### config.mk
export PLATFORM = sky130hd
export DESIGN_NAME = rst_supervisor
export DESIGN_NICKNAME = d
export VERILOG_FILES = /design/src/rtl/rsv_pkg.sv /design/src/rtl/rsv_feed_seq.sv /design/src/rtl/rsv_wdt.sv /design/src/rtl/rsv_flags.sv /design/src/rtl/rst_supervisor.sv
export SDC_FILE = /design/constraint.sdc
export NUM_CORES = 1
export LEC_CHECK = 0
export BUFFER_PORTS_ARGS = -buffer_cell sky130_fd_sc_hd__buf_2
export CORE_MARGIN = 10
export CORE_UTILIZATION = 57
export DETAILED_ROUTE_END_ITERATION = 16
export MAX_ROUTING_LAYER = met4
export PLACE_DENSITY = 0.79
export SLEW_MARGIN = 10
export SYNTH_ARGS = -nofsm -noshare
export SYNTH_HDL_FRONTEND = slang
export SYNTH_HIERARCHICAL = 1
export SYNTH_SLANG_ARGS = --single-unit
### constraint.sdc
create_clock -name clk -period 3.6 [get_ports clk]
set_input_delay 0.72 -clock clk [delete_from_list [all_inputs] [get_ports clk]]
set_output_delay 0.72 -clock clk [all_outputs]
set_load 0.05 [all_outputs]
### src/rtl/rsv_pkg.sv
package rsv_pkg;

  localparam int REG_CTRL   = 0;
  localparam int REG_FEED_A = 1;
  localparam int REG_FEED_B = 2;
  localparam int REG_STATUS = 3;

  localparam logic [7:0] FEED_KEY_A = 8'hA5;
  localparam logic [7:0] FEED_KEY_B = 8'h5A;

  localparam int BIT_WD_RUN = 2;
  localparam int BIT_LV_EN  = 4;
  localparam int BIT_POR    = 4;
  localparam int BIT_UV     = 5;

  typedef struct packed {
    logic wd_run;
    logic lv_en;
  } ctrl_t;

  localparam ctrl_t CTRL_DEFAULT = '{wd_run: 1'b1, lv_en: 1'b1};

  typedef struct packed {
    logic armed;
    logic ok;
  } feed_step_t;

  // One bus write applied to the unlock tracker.
  function automatic feed_step_t feed_step(logic armed, logic is_a, logic is_b,
                                           logic [7:0] data);
    feed_step_t r;
    r.ok    = armed && is_b && (data == FEED_KEY_B);
    r.armed = is_a && (data == FEED_KEY_A);
    return r;
  endfunction

  function automatic ctrl_t byte_to_ctrl(logic [7:0] b);
    ctrl_t c;
    c.wd_run = b[BIT_WD_RUN];
    c.lv_en  = b[BIT_LV_EN];
    return c;
  endfunction

  function automatic logic [7:0] ctrl_to_byte(ctrl_t c);
    logic [7:0] b;
    b = '0;
    b[BIT_WD_RUN] = c.wd_run;
    b[BIT_LV_EN]  = c.lv_en;
    return b;
  endfunction

  function automatic logic [7:0] status_to_byte(logic por, logic uv);
    logic [7:0] b;
    b = '0;
    b[BIT_POR] = por;
    b[BIT_UV]  = uv;
    return b;
  endfunction

  // Sticky flag: a set event wins over a write of zero; a written one does nothing.
  function automatic logic flag_next(logic cur, logic set, logic wr, logic wr_bit);
    if (set)              return 1'b1;
    else if (wr && !wr_bit) return 1'b0;
    else                  return cur;
  endfunction

endpackage

### src/rtl/rsv_feed_seq.sv
module rsv_feed_seq
  import rsv_pkg::*;
(
  input  logic       clk,
  input  logic       hard_rst,
  input  logic       sync_rst,
  input  logic       wr_en,
  input  logic       is_a,
  input  logic       is_b,
  input  logic [7:0] wdata,
  output logic       feed_ok
);

  logic       armed_q;
  feed_step_t step;

  always_comb begin
    step    = feed_step(armed_q, is_a, is_b, wdata);
    feed_ok = wr_en && step.ok;
  end

  always_ff @(posedge clk or posedge hard_rst) begin
    if (hard_rst)      armed_q <= 1'b0;
    else if (sync_rst) armed_q <= 1'b0;
    else if (wr_en)    armed_q <= step.armed;
  end

endmodule

### src/rtl/rsv_wdt.sv
module rsv_wdt #(
  parameter int TIMEOUT = 98304,
  parameter int RST_CYC = 16
) (
  input  logic                        clk,
  input  logic                        hard_rst,
  input  logic                        sync_rst,
  input  logic                        run,
  input  logic                        reload,
  output logic                        expire,
  output logic                        busy,
  output logic [$clog2(TIMEOUT)-1:0]  cnt
);

  localparam int CNT_W = $clog2(TIMEOUT);
  localparam int RS_W  = $clog2(RST_CYC + 1);
  localparam logic [CNT_W-1:0] CNT_FULL = CNT_W'(TIMEOUT - 1);
  localparam logic [RS_W-1:0]  RS_LOAD  = RS_W'(RST_CYC);

  logic [RS_W-1:0] stretch_q;

  assign expire = run && (cnt == '0) && !sync_rst && !reload;
  assign busy   = (stretch_q != '0);

  always_ff @(posedge clk or posedge hard_rst) begin
    if (hard_rst)               cnt <= CNT_FULL;
    else if (sync_rst || reload) cnt <= CNT_FULL;
    else if (run && cnt != '0)  cnt <= cnt - 1'b1;
  end

  // Reset stretcher: cleared only by the hard reset, never by its own output.
  always_ff @(posedge clk or posedge hard_rst) begin
    if (hard_rst)    stretch_q <= '0;
    else if (expire) stretch_q <= RS_LOAD;
    else if (busy)   stretch_q <= stretch_q - 1'b1;
  end

endmodule

### src/rtl/rsv_flags.sv
module rsv_flags
  import rsv_pkg::*;
(
  input  logic clk,
  input  logic por_pulse,
  input  logic lv_detect,
  input  logic wr_status,
  input  logic wr_por_bit,
  input  logic wr_uv_bit,
  output logic por_flag,
  output logic uv_flag
);

  always_ff @(posedge clk or posedge por_pulse) begin
    if (por_pulse) begin
      por_flag <= 1'b1;
      uv_flag  <= 1'b0;
    end else begin
      por_flag <= flag_next(por_flag, 1'b0, wr_status, wr_por_bit);
      uv_flag  <= flag_next(uv_flag, lv_detect, wr_status, wr_uv_bit);
    end
  end

endmodule

### src/rtl/rst_supervisor.sv
module rst_supervisor
  import rsv_pkg::*;
#(
  parameter int ADDR_W  = 2,
  parameter int TIMEOUT = 98304,
  parameter int RST_CYC = 16
) (
  input  logic              clk,
  input  logic              ext_rst_n,
  input  logic              por_pulse,
  input  logic              lv_detect,
  input  logic [ADDR_W-1:0] bus_addr,
  input  logic [7:0]        bus_wdata,
  input  logic              bus_we,
  output logic [7:0]        bus_rdata,
  output logic              sys_rst,
  output logic              port_clr
);

  localparam int CNT_W = $clog2(TIMEOUT);

  logic             hard_rst, sync_rst, wr_en;
  logic             sel_ctrl, sel_fa, sel_fb, sel_stat;
  logic             feed_ok, wd_expire, wd_busy, lv_hit;
  logic [CNT_W-1:0] wd_cnt;
  logic             por_flag, uv_flag;
  ctrl_t            ctrl_pend, ctrl_act;

  assign hard_rst = !ext_rst_n || por_pulse;
  assign sync_rst = wd_busy || lv_hit;
  assign sys_rst  = hard_rst || sync_rst;
  assign port_clr = sys_rst;
  assign wr_en    = bus_we && !sys_rst;

  assign sel_ctrl = (bus_addr == ADDR_W'(REG_CTRL));
  assign sel_fa   = (bus_addr == ADDR_W'(REG_FEED_A));
  assign sel_fb   = (bus_addr == ADDR_W'(REG_FEED_B));
  assign sel_stat = (bus_addr == ADDR_W'(REG_STATUS));

  rsv_feed_seq u_feed (
    .clk(clk), .hard_rst(hard_rst), .sync_rst(sync_rst), .wr_en(wr_en),
    .is_a(sel_fa), .is_b(sel_fb), .wdata(bus_wdata), .feed_ok(feed_ok)
  );

  rsv_wdt #(.TIMEOUT(TIMEOUT), .RST_CYC(RST_CYC)) u_wdt (
    .clk(clk), .hard_rst(hard_rst), .sync_rst(sync_rst), .run(ctrl_act.wd_run),
    .reload(feed_ok), .expire(wd_expire), .busy(wd_busy), .cnt(wd_cnt)
  );

  rsv_flags u_flags (
    .clk(clk), .por_pulse(por_pulse), .lv_detect(lv_detect),
    .wr_status(wr_en && sel_stat), .wr_por_bit(bus_wdata[BIT_POR]),
    .wr_uv_bit(bus_wdata[BIT_UV]), .por_flag(por_flag), .uv_flag(uv_flag)
  );

  // Staged and committed control bits.
  always_ff @(posedge clk or posedge hard_rst) begin
    if (hard_rst) begin
      ctrl_pend <= CTRL_DEFAULT;
      ctrl_act  <= CTRL_DEFAULT;
    end else if (sync_rst) begin
      ctrl_pend <= CTRL_DEFAULT;
      ctrl_act  <= CTRL_DEFAULT;
    end else begin
      if (wr_en && sel_ctrl) ctrl_pend <= byte_to_ctrl(bus_wdata);
      if (feed_ok)           ctrl_act  <= ctrl_pend;
    end
  end

  // Undervoltage reset request; not cleared by the reset it raises.
  always_ff @(posedge clk or posedge hard_rst) begin
    if (hard_rst) lv_hit <= 1'b0;
    else          lv_hit <= lv_detect && ctrl_act.lv_en;
  end

  always_comb begin
    if (sel_ctrl)      bus_rdata = ctrl_to_byte(ctrl_act);
    else if (sel_stat) bus_rdata = status_to_byte(por_flag, uv_flag);
    else               bus_rdata = 8'h00;
  end

endmodule

==> run_results.csv <==
group,metric,value,unit
status,status,"finished clean",
hold_path,hold_class,"primary input to asynchronous set/reset pin",
detailed_routing,drtPass1Iterations,4,
detailed_routing,antenna_left,0,
synth,synth_cell_type_count,51,
synth,yosys_most_used_dff,"dfstp_2",
timing,finalHoldViolations,0,
placement,io_buffers,19,
grt,grt_max_degree,23,
clock_tree,clkSinkCount,30,
grt,grt.overflow.total,0,
synth,synth.area.top_cells,"dfstp_2, dfrtp_1, buf_4, nor2_1, o21ai_0",
synth,async_flop_share,100.0,%
detailed_routing,drc,0,
timing,tns,0,ps
synth,synth_top_area_share,29.44,%
synth,syn-cell-area,0.001874,sq mm
finish,nets,236,
placement,dp_hpwl,3160,um
detailed_routing,avgViaCountPerCell,5.927,
detailed_routing,vias,1553,
clock_tree,htreeDepth,2,
floorplan,io_pins,25,
detailed_routing,wl_per_cell,15.96,um
synth,synth-seq-cells,30,
floorplan,die_w,77.35,um
timing,slew_violations,0,
timing,min_period_over_period,82.62,%
synth,seq_area_frac_synth,41.46,%
synth,synthCells,198,
grt,antenna_found_initial,0,
power,leakagePower,0.9056,nW
finish,antenna_cells,0,
clock_tree,clk_path_buf_depth,2,
timing,worst_pin_slew,1100,ps
clock_tree,root_buffer,"clkbuf_4",
floorplan,start_util,60.40,%
worst_setup_path,criticalPathCategory,"flip-flop to flip-flop",
synth,avgSynthCellArea,9.466,sq um
floorplan,die_area,0.005982,sq mm
floorplan,core_area,0.003103,sq mm
grt,grt.total_usage,14.44,%
finish,drive_gt1_share,27.06,%
clock_tree,postCtsSetupRepairBufs,0,
timing,slew_headroom,26.38,%
worst_setup_path,cp.arrival,3210,ps
synth,yosysTopAreaCell,"dfstp_2",
grt,grt_pass1_wl,6920,um
grt,grt_pass1_vias,1468,
worst_setup_path,crit_fanout,18,
timing,rsz0062_at_grt,"false",
worst_setup_path,required,3830,ps
worst_setup_path,cp-start-kind,"flip-flop",
finish,fin_cells,262,
synth,ys_warn_count,6,
clock_tree,cts_resized,0,
floorplan,die_h,77.35,um
power,cellPowerDensity,303.3,mW/mm^2
synth,synth_edf_count,0,
power,vdd_drop_max,0.2226,mV
clock_tree,worstSkewPairLatency,340,ps
worst_setup_path,crit_path_end_kind,"flip-flop",
timing,setup_viol,0,
detailed_routing,routed_wl,4181,um
clock_tree,cts_buffers,5,
finish,areaGrowthSynthToFinish,8.611,%
timing,clock_skew,11.59,ps
clock_tree,clk_pin_slew,90,ps
placement,gp_congestion,0.8842,
detailed_routing,drt-initial-drc-count,128,
job,cap_violations,0,
timing,timing.fmax,336.2,MHz
placement,dp.cells,255,
clock_tree,postCtsHoldBufs,0,
timing,min_period,2974,ps
floorplan,rows,20,
clock_tree,cts_tree,"built",
layout by cell type (no fill, tap or decap), drive strengths merged, types with 2 or more instances in the layout:
cell type	count
nand2b	3
a31oi	4
nand4bb	2
nand3b	3
nor2b	3
nand4	4
and4b	2
a21oi	7
and2	5
nand2	10
dfstp	21
and4	3
ha	3
nor4b	3
nor3b	3
conb	5
nand3	10
o21ai	11
clkbuf	7
dfrtp	9
mux2i	5
nor2	15
or4	2
or3	4
buf	22
nor4	5
and3	8
nor3	8
inv	14
o31ai	3
where the power goes:
| group | switching, mW | internal [mW] |
|---|---|---|
| sequential | 0.00525 | 0.344 |
| combinational | 0.0497 | 0.0198 |
| clock | 0.107 | 0.0919 |
worst paths after layout:
check / from / end / slack [ps] / cells past startpoint
min in group clk: u_flags/por_flag / u_flags/por_flag / 500 / 1
worst max register to register: u_wdt/stretch_q[0] / u_wdt/stretch_q[4] / 630 / 12
max in group asynchronous: por_pulse / u_wdt/stretch_q[2] / 1910 / 4
worst max-delay path: u_wdt/stretch_q[0] / u_wdt/stretch_q[4] / 630 / 12
worst min-delay path: por_pulse / u_flags/uv_flag / 250 / 2
worst min register to register: u_flags/por_flag / u_flags/por_flag / 500 / 1
routing by layer:
layer	global-route usage (%)	up-vias	routed length, um	share of wire, %
met5	-	-	0	0
met4	5.109	0	53	1.3
li1	-	750	-	-
met2	23.08	39	2079	50
met1	16.63	756	1837	44
met3	4.724	8	211	5.0
cells in the mapped netlist (3+ instances only):
cell type and count:
a21oi_1 7, buf_4 8, ha_1 3, or3_1 4, nor3b_1 3, mux2i_1 5
nor4_1 3, clkbuf_1 3, nor2b_1 3, and3_1 8, dfstp_2 21, nor3_1 8
o21ai_0 11, nor2_1 15, inv_1 14, nand2_1 10, dfrtp_1 9, nand3_1 9
nand3b_1 3, and2_1 4, nand2b_1 3, nand4_1 3, o31ai_1 3, a31oi_1 4
kinds of logic (layout without fill, tap and decap cells):
family          after synthesis  after routing  share of synthesized area [%]
other cells                   1              5                         0.2001
mux                           5              5                          2.670
xor+xnor                      1              1                         0.4674
simple gates                 99             99                          35.71
compound gates               32             32                          10.35
fa+ha+maj                     3              3                          2.003
buf+inv                      27             43                          7.143
flops                        30             30                          41.46
critical path: stages (launching register included):
cell and delay, ps:
dfrtp_1 390, inv_1 90, ha_1 180, nor4b_1 250, buf_4 200, inv_1 80, nor4b_4 340, and2_2 240
nand3_1 100, nor3_1 220, nor2_1 300, and3_1 330, nand2b_1 160
final cells by class:
class / instances / area [sq um]
fillers: 246 / 1067
multi-input cells: 145 / 978.4
flip-flops and latches: 30 / 777.0
repair buffers: 22 / 117.6
clock buffers: 7 / 55.05
well taps: 44 / 55.05
inverters: 14 / 52.55
registers in the layout, summed over array words and instances (netlist names):
signal	count
u_feed/armed_q	1
ctrl_act	2
u_wdt/stretch_q	5
lv_hit	1
ctrl_pend	2
u_flags/por_flag	1
u_flags/uv_flag	1
u_wdt/cnt	17
through the flow:
step	hold slack [ps]	instance area, sq um	power (mW)	util (%)	setup slack (ps)
2_1_floorplan	442.0	1889	0.4063	-	441.5
3_3_place_gp	471.6	1981	0.4202	63.83	857.1
3_5_place_dp	487.6	1981	0.4227	63.83	677.7
4_1_cts	255.4	2036	0.6214	65.60	669.3
5_1_grt	244.3	2036	0.6438	65.60	310.9
6_report	253.0	2036	0.6174	65.60	625.7
Note: power is estimated with default switching activity, not from simulation.
